`config.mk`:
```
export PLATFORM = sky130hd
export DESIGN_NAME = tagged_rx_buf
export DESIGN_NICKNAME = d
export VERILOG_FILES = /design/src/rtl/trb_pkg.sv /design/src/rtl/trb_line_rx.sv /design/src/rtl/trb_fifo.sv /design/src/rtl/tagged_rx_buf.sv
export SDC_FILE = /design/constraint.sdc
export NUM_CORES = 1
export LEC_CHECK = 0
export BUFFER_PORTS_ARGS = -buffer_cell sky130_fd_sc_hd__buf_2
export CAP_MARGIN = 20
export CORE_MARGIN = 1.5
export CORE_UTILIZATION = 60
export CTS_BUF_LIST = sky130_fd_sc_hd__clkbuf_4
export CTS_CLUSTER_DIAMETER = 80
export DETAILED_ROUTE_END_ITERATION = 6
export GPL_TIMING_DRIVEN = 0
export PLACE_DENSITY_LB_ADDON = 0.12
export SYNTH_ARGS = -nofsm -noshare
export SYNTH_HDL_FRONTEND = slang
export SYNTH_HIERARCHICAL = 1
export SYNTH_SLANG_ARGS = --single-unit
```
`constraint.sdc`:
```
create_clock -name clk -period 8.3 [get_ports clk]
set_clock_uncertainty 0.05 [all_clocks]
set_input_delay 0.415 -clock clk [delete_from_list [all_inputs] [get_ports clk]]
set_output_delay 0.415 -clock clk [all_outputs]
set_load 0.03 [all_outputs]
```
`src/rtl/trb_pkg.sv`:
```
package trb_pkg;

    localparam int WORD_W       = 16;
    localparam int LINE_FW      = 4;
    localparam int CHAR_W       = 8;
    localparam int LPR_W        = 14;
    localparam int CSR_RIE_BIT  = 6;
    localparam int CSR_DONE_BIT = 7;

    typedef struct packed {
        logic       rxen;
        logic [3:0] baud;
        logic       odd;
        logic       paren;
        logic       stop2;
        logic [1:0] csize;
    } line_cfg_t;

    typedef struct packed {
        logic               oe;
        logic               fe;
        logic               pe;
        logic [LINE_FW-1:0] line;
        logic [CHAR_W-1:0]  ch;
    } rx_entry_t;

    typedef enum logic [2:0] {
        RS_IDLE,
        RS_START,
        RS_DATA,
        RS_PAR,
        RS_STOP,
        RS_STOP2,
        RS_WAIT_HI
    } rx_state_t;

    function automatic line_cfg_t lpr_decode(input logic [LPR_W-1:0] w);
        line_cfg_t c;
        c.csize = w[5:4];
        c.stop2 = w[6];
        c.paren = w[7];
        c.odd   = w[8];
        c.baud  = w[12:9];
        c.rxen  = w[13];
        return c;
    endfunction

    function automatic logic [3:0] char_bits(input logic [1:0] cs);
        return 4'd5 + {2'b00, cs};
    endfunction

    function automatic logic [CHAR_W-1:0] right_justify(input logic [CHAR_W-1:0] sh,
                                                        input logic [1:0] cs);
        return sh >> (2'd3 - cs);
    endfunction

    function automatic logic [WORD_W-1:0] rbuf_word(input logic v, input rx_entry_t e);
        return v ? {1'b1, e} : '0;
    endfunction

endpackage

```
`src/rtl/trb_line_rx.sv`:
```
module trb_line_rx
    import trb_pkg::*;
(
    input  logic              clk,
    input  logic              rst,
    input  logic              tick,
    input  logic              rx,
    input  logic [1:0]        csize,
    input  logic              paren,
    input  logic              odd,
    input  logic              stop2,
    input  logic              rxen,
    input  logic              ack,
    output logic              hold_vld,
    output logic [CHAR_W-1:0] hold_ch,
    output logic              hold_fe,
    output logic              hold_pe
);

    logic [1:0]        sync_q;
    logic              rxs;
    rx_state_t         st_q;
    logic [3:0]        ph_q;
    logic [2:0]        bit_q;
    logic [CHAR_W-1:0] sh_q;
    logic              par_q;
    logic              perr_q;
    logic              fe_q;
    logic [2:0]        last_bit;
    logic              mid;

    assign rxs      = sync_q[1];
    assign last_bit = 3'(char_bits(csize) - 4'd1);
    assign mid      = (ph_q == 4'd15);

    always_ff @(posedge clk) begin
        if (rst) begin
            sync_q   <= 2'b11;
            st_q     <= RS_IDLE;
            ph_q     <= '0;
            bit_q    <= '0;
            sh_q     <= '0;
            par_q    <= 1'b0;
            perr_q   <= 1'b0;
            fe_q     <= 1'b0;
            hold_vld <= 1'b0;
            hold_ch  <= '0;
            hold_fe  <= 1'b0;
            hold_pe  <= 1'b0;
        end else begin
            sync_q <= {sync_q[0], rx};
            if (ack) hold_vld <= 1'b0;
            if (st_q == RS_WAIT_HI) begin
                if (rxs) st_q <= RS_IDLE;
            end else if (tick) begin
                ph_q <= ph_q + 4'd1;
                case (st_q)
                    RS_IDLE: begin
                        if (!rxs) begin
                            st_q <= RS_START;
                            ph_q <= '0;
                        end
                    end
                    RS_START: begin
                        if (ph_q == 4'd7) begin
                            if (rxs) begin
                                st_q <= RS_IDLE;
                            end else begin
                                st_q   <= RS_DATA;
                                ph_q   <= '0;
                                bit_q  <= '0;
                                par_q  <= 1'b0;
                                perr_q <= 1'b0;
                                fe_q   <= 1'b0;
                            end
                        end
                    end
                    RS_DATA: begin
                        if (mid) begin
                            sh_q  <= {rxs, sh_q[CHAR_W-1:1]};
                            par_q <= par_q ^ rxs;
                            bit_q <= bit_q + 3'd1;
                            if (bit_q == last_bit) st_q <= paren ? RS_PAR : RS_STOP;
                        end
                    end
                    RS_PAR: begin
                        if (mid) begin
                            perr_q <= par_q ^ rxs ^ odd;
                            st_q   <= RS_STOP;
                        end
                    end
                    RS_STOP: begin
                        if (mid) begin
                            if (stop2) begin
                                fe_q <= !rxs;
                                st_q <= RS_STOP2;
                            end else begin
                                if (rxen) begin
                                    hold_vld <= 1'b1;
                                    hold_ch  <= right_justify(sh_q, csize);
                                    hold_fe  <= !rxs;
                                    hold_pe  <= perr_q;
                                end
                                st_q <= rxs ? RS_IDLE : RS_WAIT_HI;
                            end
                        end
                    end
                    RS_STOP2: begin
                        if (mid) begin
                            if (rxen) begin
                                hold_vld <= 1'b1;
                                hold_ch  <= right_justify(sh_q, csize);
                                hold_fe  <= fe_q | !rxs;
                                hold_pe  <= perr_q;
                            end
                            st_q <= rxs ? RS_IDLE : RS_WAIT_HI;
                        end
                    end
                    default: st_q <= RS_IDLE;
                endcase
            end
        end
    end

endmodule

```
`src/rtl/trb_fifo.sv`:
```
module trb_fifo #(
    parameter int DEPTH = 16,
    parameter int W     = 15
) (
    input  logic                       clk,
    input  logic                       rst,
    input  logic                       push,
    input  logic [W-1:0]               din,
    input  logic                       pop,
    output logic [W-1:0]               dout,
    output logic                       empty,
    output logic                       full,
    output logic [$clog2(DEPTH+1)-1:0] count
);

    localparam int AW = (DEPTH > 1) ? $clog2(DEPTH) : 1;
    localparam int CW = $clog2(DEPTH + 1);

    logic [W-1:0]  mem [DEPTH];
    logic [AW-1:0] wp_q;
    logic [AW-1:0] rp_q;
    logic [CW-1:0] cnt_q;
    logic          do_push;
    logic          do_pop;

    assign empty   = (cnt_q == '0);
    assign full    = (cnt_q == CW'(DEPTH));
    assign do_push = push && !full;
    assign do_pop  = pop && !empty;
    assign dout    = mem[rp_q];
    assign count   = cnt_q;

    always_ff @(posedge clk) begin
        if (do_push) mem[wp_q] <= din;
    end

    always_ff @(posedge clk) begin
        if (rst) begin
            wp_q  <= '0;
            rp_q  <= '0;
            cnt_q <= '0;
        end else begin
            if (do_push) wp_q <= (wp_q == AW'(DEPTH - 1)) ? '0 : wp_q + AW'(1);
            if (do_pop)  rp_q <= (rp_q == AW'(DEPTH - 1)) ? '0 : rp_q + AW'(1);
            case ({do_push, do_pop})
                2'b10:   cnt_q <= cnt_q + CW'(1);
                2'b01:   cnt_q <= cnt_q - CW'(1);
                default: cnt_q <= cnt_q;
            endcase
        end
    end

endmodule

```
`src/rtl/tagged_rx_buf.sv`:
```
module tagged_rx_buf
    import trb_pkg::*;
#(
    parameter int NLINES = 4,
    parameter int DEPTH  = 16
) (
    input  logic                clk,
    input  logic                rst,
    input  logic [NLINES-1:0]   tick_i,
    input  logic [NLINES-1:0]   rx_i,
    input  logic                lpr_we_i,
    input  logic [LPR_W-1:0]    lpr_wdata_i,
    input  logic                csr_we_i,
    input  logic                csr_rie_i,
    output logic [WORD_W-1:0]   csr_rdata_o,
    input  logic                rbuf_rd_i,
    output logic [WORD_W-1:0]   rbuf_o,
    output logic                rx_irq_o,
    output logic [4*NLINES-1:0] baud_o
);

    localparam int CW    = $clog2(DEPTH + 1);
    localparam int ENT_W = $bits(rx_entry_t);

    line_cfg_t         cfg_q [NLINES];
    logic [NLINES-1:0] req;
    logic [NLINES-1:0] grant;
    logic [NLINES-1:0] hfe;
    logic [NLINES-1:0] hpe;
    logic [CHAR_W-1:0] hch [NLINES];
    rx_entry_t         sel_entry;
    rx_entry_t         head;
    logic              push_any;
    logic              fifo_push;
    logic              fifo_pop;
    logic              drop;
    logic              fifo_empty;
    logic              fifo_full;
    logic [CW-1:0]     fifo_count;
    logic              ovr_pend_q;
    logic              rie_q;

    for (genvar g = 0; g < NLINES; g++) begin : g_line
        always_ff @(posedge clk) begin
            if (rst) begin
                cfg_q[g] <= '0;
            end else if (lpr_we_i && (lpr_wdata_i[LINE_FW-1:0] == LINE_FW'(g))) begin
                cfg_q[g] <= lpr_decode(lpr_wdata_i);
            end
        end

        assign baud_o[4*g +: 4] = cfg_q[g].baud;

        trb_line_rx u_rx (
            .clk      (clk),
            .rst      (rst),
            .tick     (tick_i[g]),
            .rx       (rx_i[g]),
            .csize    (cfg_q[g].csize),
            .paren    (cfg_q[g].paren),
            .odd      (cfg_q[g].odd),
            .stop2    (cfg_q[g].stop2),
            .rxen     (cfg_q[g].rxen),
            .ack      (grant[g]),
            .hold_vld (req[g]),
            .hold_ch  (hch[g]),
            .hold_fe  (hfe[g]),
            .hold_pe  (hpe[g])
        );
    end

    // Fixed priority: the lowest numbered line with a finished character wins.
    always_comb begin
        logic found;
        found     = 1'b0;
        grant     = '0;
        sel_entry = '0;
        for (int i = 0; i < NLINES; i++) begin
            if (req[i] && !found) begin
                found          = 1'b1;
                grant[i]       = 1'b1;
                sel_entry.line = LINE_FW'(i);
                sel_entry.ch   = hch[i];
                sel_entry.fe   = hfe[i];
                sel_entry.pe   = hpe[i];
            end
        end
        sel_entry.oe = ovr_pend_q;
    end

    assign push_any  = |req;
    assign fifo_push = push_any && !fifo_full;
    assign drop      = push_any && fifo_full;
    assign fifo_pop  = rbuf_rd_i && !fifo_empty;

    trb_fifo #(
        .DEPTH (DEPTH),
        .W     (ENT_W)
    ) u_fifo (
        .clk   (clk),
        .rst   (rst),
        .push  (fifo_push),
        .din   (sel_entry),
        .pop   (fifo_pop),
        .dout  (head),
        .empty (fifo_empty),
        .full  (fifo_full),
        .count (fifo_count)
    );

    always_ff @(posedge clk) begin
        if (rst) begin
            ovr_pend_q <= 1'b0;
            rie_q      <= 1'b0;
        end else begin
            if (fifo_push)  ovr_pend_q <= 1'b0;
            else if (drop)  ovr_pend_q <= 1'b1;
            if (csr_we_i)   rie_q <= csr_rie_i;
        end
    end

    always_comb begin
        csr_rdata_o               = '0;
        csr_rdata_o[CSR_DONE_BIT] = !fifo_empty;
        csr_rdata_o[CSR_RIE_BIT]  = rie_q;
    end

    assign rbuf_o   = rbuf_word(!fifo_empty, head);
    assign rx_irq_o = rie_q && !fifo_empty;

endmodule

```
==> results_dict.tcl <==
set metrics [dict create \
    outcome "complete, no violations" \
    antenna_violations_before_repair 1 \
    regArea_sq_um 11500 \
    critPathCaptureType "register" \
    synth.yosys.warnings 6 \
    setup_total_negative_slack_ns 0 \
    max-cap-violations 0 \
    place_hpwl_um 29100 \
    hold_class "in -> reg" \
    layoutNonFillerInstCount 2346 \
    vdd_ir_drop_max_mv 0.170 \
    clk_path_buf_depth 3 \
    via_per_inst 5.62 \
    grt_util_all_layers_pct 25.8 \
    grt_pass1_vias 13000 \
    buffer_ports.inserted 61 \
    drt_iter0_drc 965 \
    setup_viol 0 \
    synth_top_flop_cell "edfxtp_1" \
    design.die.area_sq_um 33900 \
    area_growth_syn_to_layout_pct 14.6 \
    max_slew_margin_pct 32.1 \
    hold_viol_final 0 \
    clkSinkCount 435 \
    synth-edff-count 280 \
    cells_after_synth 1557 \
    tritoncts.num_buffers 108 \
    footprint_of_the_multi_input_gates_sq_um 7560 \
    dr_total_vias 13200 \
    io-pin-count 77 \
    detail_route.wirelength_um 42400 \
    placed_cells_incl_taps 2125 \
    worstMarginPinSlew_ns 1.01 \
    post_synth_num_cell_types 90 \
    gp_congestion 0.890 \
    power.density_cell_area_nw_per_um2 207 \
    worstPathMaxFanout 9 \
    grt_start_max_net_pins 23 \
    synth_xor_area_share_pct 1.16 \
    grt_setup_unrepaired "false" \
    synth-seq-cells 435 \
    synth-seq-area-share_pct 58.5 \
    floorplan.core_area_sq_um 32400 \
    grt_first_pass_wirelength_um 67500 \
    avgSynthCellArea_sq_um 12.6 \
    die_h_um 184 \
    setup.worst_path.class "reg -> reg" \
    final_nets 1857 \
    netlist_area_sq_um 19700 \
    hold_ws_ns 0.100 \
    ctsRootBufferMaster "clkbuf_4" \
    clk-insertion-delay-late_ns 0.76 \
    htreeDepth 3 \
    worst-endpoint-required_ns 8.93 \
    synth_compound_area_share_pct 9.72 \
    nFillCells 2400 \
    remaining_drc_errors 0 \
    placement_rows 66 \
    clock_tree_from_tritoncts "built" \
    routed_wire_length_per_instance_um 18.1 \
    synth-async-reset-ratio_pct 0 \
    final_period_minus_worst_setup_slack_ns 3.95 \
    cp-start-kind "register" \
    post_synth_fa_ha_maj_area_fraction_pct 1.23 \
    maxSlewViolCount 0 \
    fin_crit_sh_pct 47.6 \
    post-route-util_pct 69.6 \
    final_layout_size_suffix_gt1_share_pct 25.5 \
    leakage_nw 8.45 \
    overflow 0 \
    worstPathArrival_ns 4.58 \
    drt.antenna.violating_nets 0 \
    die-width_um 184 \
    share_of_synthesized_cell_area_in_and_or_nand_and_nor_gates_pct 13.8 \
    main_combinational_cell_family_by_area_after_synthesis "simple AND/OR/NAND/NOR gates" \
    initial_utilization_pct 60.7 \
    detailedRoute.firstPassIterationCount 5 \
    ctsResizeCount 0 \
    synthMuxAreaShare_pct 11.5 \
    max_freq_ghz 0.253 \
    path_clk_slew_ns 0.07 \
]
==> final timing paths <==
path | end | cells past startpoint | startpoint | slack [ns]
worst max register to register | u_fifo/count[4]$_SDFFE_PP0P_ | 14 | u_fifo/count[1]$_SDFFE_PP0P_ | 4.35
worst max-delay path | u_fifo/count[4]$_SDFFE_PP0P_ | 14 | u_fifo/count[1]$_SDFFE_PP0P_ | 4.35
worst min-delay path | g_line[3].u_rx/ph_q[1]$_SDFFE_PP0P_ | 3 | tick_i[3] | 0.10
worst min register to register | g_line[3].u_rx/sync_q[1]$_SDFF_PP1_ | 1 | g_line[3].u_rx/sync_q[0]$_SDFF_PP1_ | 0.35
==> power by group <==
group	leakage [nW]	total, mW	internal [mW]	switching, mW
clock network	0.853	1.80	0.963	0.832
registers	3.97	2.35	2.32	0.0380
logic	3.63	0.520	0.198	0.322
total	8.45	4.67	3.48	1.19
==> metrics by stage <==
stage	total power [mW]	instance area, sq um	setup slack, ns
5_1_grt	4.90	22500	3.95
2_1_floorplan	2.79	19800	5.05
4_1_cts	4.72	22500	4.31
3_5_place_dp	2.91	20900	4.35
6_report	4.67	22500	4.35
3_3_place_gp	2.90	20700	4.40
==> critical path, stage by stage (launching register included) <==
cell	delay, ns
dfxtp_1	0.36
or4_1	0.50
buf_2	0.18
nor2_1	0.68
nor2b_1	0.17
o21ai_2	0.18
inv_1	0.10
ha_1	0.23
clkbuf_1	0.19
xor2_1	0.18
ha_1	0.19
o21ai_0	0.07
or3_1	0.36
a2111o_1	0.37
nand4_1	0.07
==> registers in the layout (all words and copies together), names as in the netlist, 5 cells and up, named ones only <==
name / cells
g_line.u_rx/st_q: 12
g_line.u_rx/sync_q: 8
u_fifo/count: 5
g_line.u_rx/sh_q: 32
g_line.u_rx/hold_ch: 32
g_line.u_rx/ph_q: 16
cfg_q: 40
u_fifo/mem: 240
g_line.u_rx/bit_q: 12
==> per-layer routing <==
layer	track usage [%]	share of wire (%)	up-vias
li1	-	-	6329
met1	32.2	42	6423
met2	45.0	51	367
met3	5.21	5.5	56
met4	8.75	2.0	0
met5	0	0	-
==> synth_stat cells, drive strengths merged, types with 24 or more instances <==
cell type	n	share of area [%]
buf	76	2.6
a21oi	98	2.5
nor2	120	2.5
nand2	132	2.5
edfxtp	280	43
inv	24	0.46
clkbuf	45	0.86
mux2i	57	2.9
nand3	25	0.64
nor2b	38	1.2
a22oi	30	1.1
dfxtp	155	16
nor3	36	1.3
mux4	64	7.3
nand2b	24	0.88
o21ai	69	1.8
and2	46	1.5
==> layout by cell type (no fill, tap or decap), drive strengths merged, types with 36 or more instances in the layout <==
cell type and instances:
nor2 120, mux2i 57, o21ai 69, edfxtp 280
nor3 36, conb 46, a21oi 98, clkbuf 216
and2 46, buf 157, nand2 132, dfxtp 155
mux4 64, nor2b 38
==> logic make-up (layout without fill, tap and decap cells) <==
kind of cell,after synthesis,in the layout
DFF,435,435
buffers and inverters,147,448
xor gates and xnor gates,26,26
AOI/OAI and AO/OA,283,283
adders and majority gates,20,20
and+or+nand+nor,502,502
other,1,47
muxes,143,143
==> final cells by class <==
cell class,instances,area share [%]
multi-input cells,1020,33.6
inverters,26,0.444
repair buffers,100,3.05
diodes,1,0.0111
flip-flops and latches,435,51.1
clock inverters,30,0.633
well taps,442,2.45
clock buffers,171,5.70
plain buffers,121,3.06
==> what timing repair did <==
item | in CTS | in global routing
hold buffers | 19 | 0
buffers inserted | 0 | 0
endpoints found under the hold margin | 51 | 0
(Power assumes the default switching activity.)
